--- src/rtl/flash_fe_pkg.sv ---
package flash_fe_pkg;
  localparam int BYTE_W = 8;
  localparam int IO_W   = 4;

  localparam logic [BYTE_W-1:0] OPC_QUAD_ENTER = 8'h35;
  localparam logic [BYTE_W-1:0] OPC_QUAD_LEAVE = 8'hF5;

  typedef enum logic [1:0] {
    PH_CMD  = 2'd0,
    PH_DATA = 2'd1,
    PH_IDLE = 2'd2
  } phase_e;
endpackage

--- src/rtl/sfe_pin_sync.sv ---
module sfe_pin_sync #(
  parameter int             W      = 6,
  parameter int             STAGES = 2,
  parameter logic [W-1:0]   RST_VAL = '0
) (
  input  logic         clk,
  input  logic         rst_n,
  input  logic [W-1:0] d,
  output logic [W-1:0] q
);
  logic [W-1:0] stg_q [STAGES];

  always_ff @(posedge clk or negedge rst_n) begin
    if (!rst_n) begin
      for (int k = 0; k < STAGES; k++) stg_q[k] <= RST_VAL;
    end else begin
      stg_q[0] <= d;
      for (int k = 1; k < STAGES; k++) stg_q[k] <= stg_q[k-1];
    end
  end

  assign q = stg_q[STAGES-1];
endmodule

--- src/rtl/sfe_edge_detect.sv ---
module sfe_edge_detect (
  input  logic clk,
  input  logic rst_n,
  input  logic lvl,
  output logic rise,
  output logic fall
);
  logic lvl_q;

  always_ff @(posedge clk or negedge rst_n) begin
    if (!rst_n) lvl_q <= 1'b0;
    else        lvl_q <= lvl;
  end

  assign rise = lvl & ~lvl_q;
  assign fall = ~lvl & lvl_q;
endmodule

--- src/rtl/sfe_cmd_capture.sv ---
module sfe_cmd_capture
  import flash_fe_pkg::*;
#(
  parameter logic [BYTE_W-1:0] READ_OP = 8'h05
) (
  input  logic              clk,
  input  logic              rst_n,
  input  logic              sw_rst,
  input  logic              sel,
  input  logic              rise,
  input  logic              quad,
  input  logic [IO_W-1:0]   io_s,
  output logic              fire,
  output logic [BYTE_W-1:0] fire_byte,
  output logic              in_data,
  output logic              op_valid,
  output logic [BYTE_W-1:0] op_code
);
  localparam int CW = $clog2(BYTE_W);
  localparam logic [CW-1:0] LAST_SGL  = CW'(BYTE_W - 1);
  localparam logic [CW-1:0] LAST_QUAD = CW'(BYTE_W / IO_W - 1);

  logic [CW-1:0]     cnt_q, cnt_d;
  logic [BYTE_W-1:0] sh_q, sh_d;
  phase_e            ph_q, ph_d;
  logic              vld_q, vld_d;
  logic [BYTE_W-1:0] opc_q, opc_d;
  logic [BYTE_W-1:0] shift_in;
  logic              last_unit;

  always_comb begin
    shift_in  = quad ? {sh_q[BYTE_W-IO_W-1:0], io_s} : {sh_q[BYTE_W-2:0], io_s[0]};
    last_unit = quad ? (cnt_q == LAST_QUAD) : (cnt_q == LAST_SGL);
    cnt_d = cnt_q;
    sh_d  = sh_q;
    ph_d  = ph_q;
    fire  = 1'b0;
    if (sw_rst || !sel) begin
      cnt_d = '0;
      ph_d  = PH_CMD;
    end else if (rise && (ph_q == PH_CMD)) begin
      sh_d = shift_in;
      if (last_unit) begin
        cnt_d = '0;
        fire  = 1'b1;
        ph_d  = (shift_in == READ_OP) ? PH_DATA : PH_IDLE;
      end else begin
        cnt_d = cnt_q + 1'b1;
      end
    end
    vld_d = fire;
    opc_d = fire ? shift_in : opc_q;
  end

  always_ff @(posedge clk or negedge rst_n) begin
    if (!rst_n) begin
      cnt_q <= '0;
      sh_q  <= '0;
      ph_q  <= PH_CMD;
      vld_q <= 1'b0;
      opc_q <= '0;
    end else begin
      cnt_q <= cnt_d;
      sh_q  <= sh_d;
      ph_q  <= ph_d;
      vld_q <= vld_d;
      opc_q <= opc_d;
    end
  end

  assign fire_byte = shift_in;
  assign in_data   = (ph_q == PH_DATA) && sel && !sw_rst;
  assign op_valid  = vld_q;
  assign op_code   = opc_q;
endmodule

--- src/rtl/sfe_mode_ctl.sv ---
module sfe_mode_ctl
  import flash_fe_pkg::*;
(
  input  logic              clk,
  input  logic              rst_n,
  input  logic              sw_rst,
  input  logic              fire,
  input  logic [BYTE_W-1:0] fire_byte,
  output logic              quad
);
  logic quad_q, quad_d;

  always_comb begin
    quad_d = quad_q;
    if (sw_rst) begin
      quad_d = 1'b0;
    end else if (fire) begin
      if (!quad_q && (fire_byte == OPC_QUAD_ENTER)) quad_d = 1'b1;
      if (quad_q && (fire_byte == OPC_QUAD_LEAVE))  quad_d = 1'b0;
    end
  end

  always_ff @(posedge clk or negedge rst_n) begin
    if (!rst_n) quad_q <= 1'b0;
    else        quad_q <= quad_d;
  end

  assign quad = quad_q;
endmodule

--- src/rtl/sfe_data_out.sv ---
module sfe_data_out
  import flash_fe_pkg::*;
(
  input  logic              clk,
  input  logic              rst_n,
  input  logic              load,
  input  logic              in_data,
  input  logic              fall,
  input  logic              quad,
  input  logic [BYTE_W-1:0] rd_data,
  output logic [IO_W-1:0]   io_out,
  output logic [IO_W-1:0]   io_oe
);
  localparam int CW = $clog2(BYTE_W);
  localparam logic [CW-1:0] LAST_SGL  = CW'(BYTE_W - 1);
  localparam logic [CW-1:0] LAST_QUAD = CW'(BYTE_W / IO_W - 1);
  localparam logic [IO_W-1:0] OE_SGL  = 4'b0010;
  localparam logic [IO_W-1:0] OE_QUAD = '1;

  logic [BYTE_W-1:0] sh_q, sh_d;
  logic [CW-1:0]     cnt_q, cnt_d;
  logic [IO_W-1:0]   out_q, out_d;
  logic [IO_W-1:0]   oe_q, oe_d;
  logic              last_unit;

  always_comb begin
    last_unit = quad ? (cnt_q == LAST_QUAD) : (cnt_q == LAST_SGL);
    sh_d  = sh_q;
    cnt_d = cnt_q;
    out_d = out_q;
    oe_d  = oe_q;
    if (load) begin
      sh_d  = rd_data;
      cnt_d = '0;
      oe_d  = '0;
    end else if (!in_data) begin
      oe_d = '0;
    end else if (fall) begin
      if (quad) begin
        out_d = sh_q[BYTE_W-1 -: IO_W];
        oe_d  = OE_QUAD;
      end else begin
        out_d = {2'b00, sh_q[BYTE_W-1], 1'b0};
        oe_d  = OE_SGL;
      end
      if (last_unit) begin
        sh_d  = rd_data;
        cnt_d = '0;
      end else begin
        sh_d  = quad ? {sh_q[BYTE_W-IO_W-1:0], {IO_W{1'b0}}} : {sh_q[BYTE_W-2:0], 1'b0};
        cnt_d = cnt_q + 1'b1;
      end
    end
  end

  always_ff @(posedge clk or negedge rst_n) begin
    if (!rst_n) begin
      sh_q  <= '0;
      cnt_q <= '0;
      out_q <= '0;
      oe_q  <= '0;
    end else begin
      sh_q  <= sh_d;
      cnt_q <= cnt_d;
      out_q <= out_d;
      oe_q  <= oe_d;
    end
  end

  assign io_out = out_q;
  assign io_oe  = oe_q;
endmodule

--- src/rtl/flash_cmd_frontend.sv ---
module flash_cmd_frontend
  import flash_fe_pkg::*;
#(
  parameter int                SYNC_STAGES = 2,
  parameter logic [BYTE_W-1:0] READ_OP     = 8'h05
) (
  input  logic              clk,
  input  logic              rst_n,
  input  logic              sw_rst,
  input  logic              sck,
  input  logic              ce_n,
  input  logic [IO_W-1:0]   io_in,
  input  logic [BYTE_W-1:0] rd_data,
  output logic [IO_W-1:0]   io_out,
  output logic [IO_W-1:0]   io_oe,
  output logic [BYTE_W-1:0] op_code,
  output logic              op_valid,
  output logic              qpi_mode
);
  localparam int PIN_W = IO_W + 2;
  localparam logic [PIN_W-1:0] PIN_RST = {1'b1, 1'b0, {IO_W{1'b0}}};

  logic [PIN_W-1:0]  pins_s;
  logic              ce_n_s, sck_s;
  logic [IO_W-1:0]   io_s;
  logic              sck_rise, sck_fall;
  logic              quad;
  logic              fire;
  logic [BYTE_W-1:0] fire_byte;
  logic              in_data;

  sfe_pin_sync #(.W(PIN_W), .STAGES(SYNC_STAGES), .RST_VAL(PIN_RST)) u_sync (
    .clk  (clk),
    .rst_n(rst_n),
    .d    ({ce_n, sck, io_in}),
    .q    (pins_s)
  );

  assign ce_n_s = pins_s[PIN_W-1];
  assign sck_s  = pins_s[PIN_W-2];
  assign io_s   = pins_s[IO_W-1:0];

  sfe_edge_detect u_edge (
    .clk  (clk),
    .rst_n(rst_n),
    .lvl  (sck_s),
    .rise (sck_rise),
    .fall (sck_fall)
  );

  sfe_cmd_capture #(.READ_OP(READ_OP)) u_cap (
    .clk      (clk),
    .rst_n    (rst_n),
    .sw_rst   (sw_rst),
    .sel      (~ce_n_s),
    .rise     (sck_rise),
    .quad     (quad),
    .io_s     (io_s),
    .fire     (fire),
    .fire_byte(fire_byte),
    .in_data  (in_data),
    .op_valid (op_valid),
    .op_code  (op_code)
  );

  sfe_mode_ctl u_mode (
    .clk      (clk),
    .rst_n    (rst_n),
    .sw_rst   (sw_rst),
    .fire     (fire),
    .fire_byte(fire_byte),
    .quad     (quad)
  );

  sfe_data_out u_dout (
    .clk    (clk),
    .rst_n  (rst_n),
    .load   (fire && (fire_byte == READ_OP)),
    .in_data(in_data),
    .fall   (sck_fall),
    .quad   (quad),
    .rd_data(rd_data),
    .io_out (io_out),
    .io_oe  (io_oe)
  );

  assign qpi_mode = quad;
endmodule

--- config.mk ---
export PLATFORM = sky130hd
export DESIGN_NAME = flash_cmd_frontend
export DESIGN_NICKNAME = d
export VERILOG_FILES = /design/src/rtl/flash_fe_pkg.sv /design/src/rtl/sfe_pin_sync.sv /design/src/rtl/sfe_edge_detect.sv /design/src/rtl/sfe_cmd_capture.sv /design/src/rtl/sfe_mode_ctl.sv /design/src/rtl/sfe_data_out.sv /design/src/rtl/flash_cmd_frontend.sv
export SDC_FILE = /design/constraint.sdc
export NUM_CORES = 1
export LEC_CHECK = 0
export CELL_PAD_IN_SITES_DETAIL_PLACEMENT = 1
export CELL_PAD_IN_SITES_GLOBAL_PLACEMENT = 1
export CORE_ASPECT_RATIO = 1.5
export CORE_MARGIN = 4
export CORE_UTILIZATION = 25
export CTS_BUF_LIST = sky130_fd_sc_hd__clkbuf_8
export DETAILED_ROUTE_END_ITERATION = 8
export PLACE_DENSITY = 0.57
export SLEW_MARGIN = 30
export SYNTH_ARGS = -nofsm -noshare
export SYNTH_HDL_FRONTEND = slang
export SYNTH_SLANG_ARGS = --single-unit
--- constraint.sdc ---
create_clock -name clk -period 1.9 [get_ports clk]
set_input_delay 0.285 -clock clk [delete_from_list [all_inputs] [get_ports clk]]
set_output_delay 0.285 -clock clk [all_outputs]
set_load 0.03 [all_outputs]
# [Word level (Yosys, flattened, before mapping)]
# Cells that the tools add are included.
[totals] in_bits=17 regBits=54
[op_classes] n_bitwise=7 n_reduce_logical=21 n_mux=31 addsub=2 eq_ne=9
[op_table] operator="8-bit two-way mux" n=6
[op_table] operator="3-bit two-way mux" n=7
[op_table] operator="4-bit two-way mux" n=5
[op_table] operator="2-bit nonzero test" n=5
[op_table] operator="1-bit two-way mux" n=9
[op_table] operator="8-bit by 3-bit equality test with 1-bit output, second input constant" n=1
[op_table] operator="8-bit by 6-bit equality test with 1-bit output, second input constant" n=1
[op_table] operator="8-bit equality test, second input constant" n=1
[op_table] operator="2-bit two-way mux" n=4
[op_table] operator="2-bit AND reduction" n=4
[op_table] operator="3-bit by 1-bit adder with 3-bit output, second input constant" n=2
[op_table] operator="3-bit by 1-bit equality test with 1-bit output, second input constant" n=2
[op_table] operator="3-bit equality test, second input constant" n=2
[op_table] operator="1-bit logical AND" n=6
[op_table] operator="1-bit inverter" n=5
[op_table] operator="3-bit by 2-bit inequality test with 1-bit output, second input constant" n=1
[op_table] operator="3-bit AND reduction" n=1
[op_table] operator="3-bit nonzero test" n=1
[op_table] operator="1-bit bitwise AND" n=2
[op_table] operator="2-bit by 1-bit equality test with 1-bit output, second input constant" n=1
[op_table] operator="1-bit logical NOT" n=2
[op_table] operator="2-bit logical NOT" n=1
[op_table] operator="1-bit logical OR" n=1

# [Depth between registers and ports, before layout]
# Gate-level depths: netlist of run 1.
[logic_depth] depth_word=8 mapped_depth=7 mapped_depth_nobuf=4

# [Cells and area by module]
# Synthesis of run 1 repeated with hierarchy kept, for this count alone.
[unflattened] hier_cells=237 hier_area_um2=2513.7
[modules_own_cells] module="sfe_cmd_capture" seq_area_each_um2=525.5 area_per_inst_um2=1031.0 instances=1 cells_each=100
[modules_own_cells] module="sfe_data_out" seq_area_each_um2=425.4 area_per_inst_um2=983.4 instances=1 cells_each=104
[modules_own_cells] module="sfe_pin_sync" seq_area_each_um2=302.8 area_per_inst_um2=347.8 instances=1 cells_each=18
[modules_own_cells] module="sfe_mode_ctl" seq_area_each_um2=25.0 area_per_inst_um2=75.1 instances=1 cells_each=8
[modules_own_cells] module="sfe_edge_detect" seq_area_each_um2=25.0 area_per_inst_um2=40.0 instances=1 cells_each=3
[modules_own_cells] module="flash_cmd_frontend" seq_area_each_um2=0.0 area_per_inst_um2=36.3 instances=1 cells_each=4

# [Worst setup path before layout of run 1]
# Ideal clock, no wire load.
[synth_timing] kind="reg-to-reg" start="register u_mode.quad_q (netlist: u_mode.quad)" end="register u_dout.sh_q[4]" stages_incl_launch_ff=6 arrival_ns=1.766 path_buffers=1 setup_time_ns=0.141 path_slack_ns=-0.008 cell_sequence="dfrtp_1 -> buf_2 -> or4bb_1 -> and2_1 -> o32ai_4 -> a22oi_1"
[synth_between] elab_chain_len=7 word_cells_on_any_way=16 cone_classes="eq/ne: 1; mux: 11; reduce/logical: 4"
[synth_rtl] element="start: declaration" line_no="sfe_mode_ctl.sv:11" text="logic quad_q, quad_d;"
[synth_rtl] element="start signal: assignment" line_no="sfe_mode_ctl.sv:25" text="else quad_q <= quad_d;"
[synth_rtl] element="1-bit two-way mux" line_no="sfe_cmd_capture.sv:33" text="last_unit = quad ? (cnt_q == LAST_QUAD) : (cnt_q == LAST_SGL);"
[synth_rtl] element="1-bit two-way mux" line_no="sfe_cmd_capture.sv:43" text="if (last_unit) begin"
[synth_rtl] element="1-bit two-way mux" line_no="sfe_cmd_capture.sv:41" text="end else if (rise && (ph_q == PH_CMD)) begin"
[synth_rtl] element="1-bit two-way mux" line_no="sfe_cmd_capture.sv:38" text="if (sw_rst || !sel) begin"
[synth_rtl] element="1-bit logical AND" line_no="flash_cmd_frontend.sv:78" text=".load (fire && (fire_byte == READ_OP)),"
[synth_rtl] element="2-bit nonzero test (no source line)"
[synth_rtl] element="2-bit AND reduction (no source line)"
[synth_rtl] element="end signal: assignment" line_no="sfe_data_out.sv:58" text="sh_q <= '0;"
[synth_rtl] element="end signal: assignment" line_no="sfe_data_out.sv:63" text="sh_q <= sh_d;"
[synth_rtl] element="end: declaration" line_no="sfe_data_out.sv:20" text="logic [BYTE_W-1:0] sh_q, sh_d;"
# Parallel ways exist; a longest one is shown, timed or not. The select of a mux whose other input is x is not followed.
# A chain may end at the register's enable or synchronous reset.

# [Final worst setup path of run 1]
[layout_timing] start="register u_mode.quad_q (netlist: u_mode.quad)" end="register u_dout.sh_q[0]"
# Same word-level chain as after synthesis.

==> impl_metrics.tcl, run 1 <==
set metrics [dict create \
    multi_input_area_sq_um 999.7 \
    internal_power_mw 1.576 \
    wirelength_microns 5666 \
    netSwitchingFraction_pct 25.41 \
    ios 35 \
    syn2layout_area_growth_pct 34.86 \
    slew_headroom_pct 62.55 \
    synth_nets 221 \
    seqCellArea_sq_um 1305 \
    fin_crit_ns 1.850 \
    synth_seq_area_share_pct 55.63 \
    grt_pass1_wl_microns 9377 \
    syn_area_sq_um 2343 \
    final_area_sq_um 3161 \
    clk_latency_ns 0.31 \
    die_y_microns 126.6 \
    io_buffers 34 \
    antenna_found_initial 0 \
    final_cell_mix "dfrtp_1 (49), clkdlybuf4s50_1 (32), buf_4 (28)" \
    cts_max_level 2 \
    fillers 1015 \
    synth-main-ff-cell "dfrtp_1" \
    avgSynthCellArea_sq_um 11.60 \
    p_leak_nw 1.406 \
    wire_per_inst_microns 14.99 \
    drc_errors 0 \
    cap_violations 0 \
    clock-root-buffer "clkbuf_8" \
    syn_inst 202 \
    fin_util_pct 34.35 \
    fp-row-count 43 \
    synth-edff-count 0 \
    final_hold_viol_count 0 \
    timing.fmax_mhz 540.5 \
    grt_max_degree 53 \
    first_pass_iters 4 \
    grt_use_total_pct 11.01 \
    cp_max_fo 8 \
    async_flop_share_pct 100.0 \
    p_per_area_nw_per_um2 668.7 \
    cp-start-kind "register" \
    hold_start "u_sync.stg_q[9]$_DFF_PN0_" \
    ys_warn_count 0 \
    cp-startpoint "u_mode.quad$_DFFE_PN0P_" \
    vias_per_cell 4.672 \
    outcome "finished, final reports clean" \
    setup_viol 0 \
    criticalPathCategory "register to register" \
    cts_sinks 52 \
    ant_nets 0 \
    place_area_sq_um 2968 \
    hp-class "register to register" \
    layout_commonest_cell "dfrtp_1" \
    fin_skew_ns 0.01118 \
    cp_slowest_cell "o211ai_1" \
    fin_nets 284 \
    power.switching_mw 0.5370 \
    start_util_pct 25.47 \
    globalplace.congestion 0.7414 \
    initialDrtViolationCount 38 \
    cts_buffers 5 \
    p_clk_share_pct 30.2 \
    crit_path_end_kind "register" \
    dp_hpwl_microns 4175 \
    regToRegStartpoint "u_mode.quad$_DFFE_PN0P_" \
    layout-drive-gt1-share_pct 21.43 \
    critPathMaxStageDelay_ns 0.47 \
    cp_data_arrival_time_ns 2.05 \
    cts_tree "done" \
    seq_power_share_pct 56.4 \
    grt-ovfl-total 0 \
    tightestPinTransition_ns 0.5593 \
    ys_types 48 \
    clockBufferDepth 2 \
    crit_chain "buf_4, nor4b_2, o211ai_1, o32ai_4, buf_12, a22o_1" \
    clk_pin_slew_worst_paths_ns 0.10 \
    period_share_pct 97.37 \
    ys_ff_latch 52 \
    combPwrFrac_pct 13.5 \
    worst_ep_required_time_ns 2.10 \
    diodes 0 \
    dieArea_sq_um 11020 \
    core_area_sq_um 9200 \
    drv_slew 0 \
    ir_drop_mv 0.3810 \
    vias 1766 \
    grt_pass1_vias 1846 \
    fp.dieW_microns 87.05 \
]
## per-stage QoR
step	hold WS, ns	instances	TNS, ns	setup WS, ns	power (mW)
after floorplan	-0.01059	202	0	0.07770	1.307
after global placement	0.3047	363	-0.1394	-0.04410	1.461
after detailed placement	0.3042	363	-0.2947	-0.06516	1.470
after CTS	0.3573	373	-0.01663	-0.01663	2.131
after global routing	0.3574	378	-0.01581	-0.01512	2.232
final	0.3554	378	0	0.04997	2.113
## cell usage after synthesis, types with 2 or more instances
cell type  instances  area share (%)
a21oi_1            5             1.1
a22oi_1            3            0.96
a31oi_1            2            0.53
and4_1             3             1.1
buf_2              6             1.3
buf_4              2            0.64
clkbuf_1           2            0.32
dfrtp_1           50              53
dfstp_2            2             2.2
ha_1               2             1.1
inv_1              7             1.1
mux2_2             2            0.96
mux2i_1           17             7.3
nand2_1           27             4.3
nand3_1            4            0.85
nand4b_1           2            0.75
nor2_1             5            0.80
nor2b_1            2            0.53
nor3_1             4            0.85
nor3b_1            2            0.64
nor4_1             2            0.53
nor4b_1            2            0.75
nor4b_4            2             2.0
nor4bb_1           2            0.85
o21ai_0           19             4.1
o2bb2ai_1          3             1.1
o31a_1             2            0.75
## final cells by class
class	instances	area share [%]
flip-flops and latches	52	41.29
repair buffers	66	18.96
clock inverters	2	0.2375
multi-input cells	133	31.63
inverters	7	0.8314
clock buffers	6	2.613
well taps	112	4.434
## registers in the layout (all words and copies together), names as in the netlist
name,count
u_edge.lvl_q,1
u_dout.io_oe,2
u_dout.cnt_q,3
u_dout.io_out,4
u_cap.sh_q,7
u_dout.sh_q,8
u_cap.cnt_q,3
u_mode.quad,1
u_cap.op_code,8
u_cap.op_valid,1
u_cap.ph_q,2
u_sync.stg_q,6
u_sync.q,6
## worst max-delay path, delay by kind of cell (launching register included)
family | cells | cell delay (ns)
simple gates | 1 | 0.15
flops | 1 | 0.44
buf+inv | 2 | 0.32
compound gates | 3 | 0.83
## power groups by stage
stage          clock (mW)  sequential, mW  combinational [mW]
2_1_floorplan           0            1.21              0.0975
4_1_cts             0.676            1.19               0.268
3_3_place_gp            0            1.21               0.254
3_5_place_dp            0            1.21               0.262
6_report            0.638            1.19               0.284
5_1_grt             0.715            1.20               0.317
## logic make-up after synthesis
logic type / share of synthesized area [%]
simple gates: 18.05
flops: 55.63
compound gates: 13.29
mux: 8.222
buf+inv: 3.364
fa+ha+maj: 1.068
xor+xnor: 0.3738
## final timing paths
path | to | slack [ns] | depth (start not counted)
min in group asynchronous | u_dout.sh_q[3]$_DFFE_PN0P_ | 0.49 | 3
worst min-delay path | u_sync.q[3]$_DFF_PN0_ | 0.36 | 0
worst max register to register | u_dout.sh_q[0]$_DFFE_PN0P_ | 0.05 | 6
max in group asynchronous | u_sync.q[5]$_DFF_PN1_ | 1.11 | 3
worst max-delay path | u_dout.sh_q[0]$_DFFE_PN0P_ | 0.05 | 6
worst min register to register | u_sync.q[3]$_DFF_PN0_ | 0.36 | 0
## layer usage
metal	global-route usage, %	up-vias	routed length [microns]
li1	-	850	-
met1	12.47	883	2240
met2	19.64	23	3132
met3	2.274	10	167
met4	4.495	0	126
met5	0	-	0
## timing repair
item,in CTS,in global routing
hold endpoints to repair,50,0
hold buffers,1,0
gates resized for setup,2,6
cloned,0,0
pin swaps,1,4
setup buffers,1,5
endpoints found under the setup margin,4,11
Note: power is estimated with default switching activity, not from simulation.
==> run 2, diff against run 1 <==
- SLEW_MARGIN: 30 -> 25
==> results of run 2 <==
The final DEF is identical to that of run 1; final timing and power are the same.
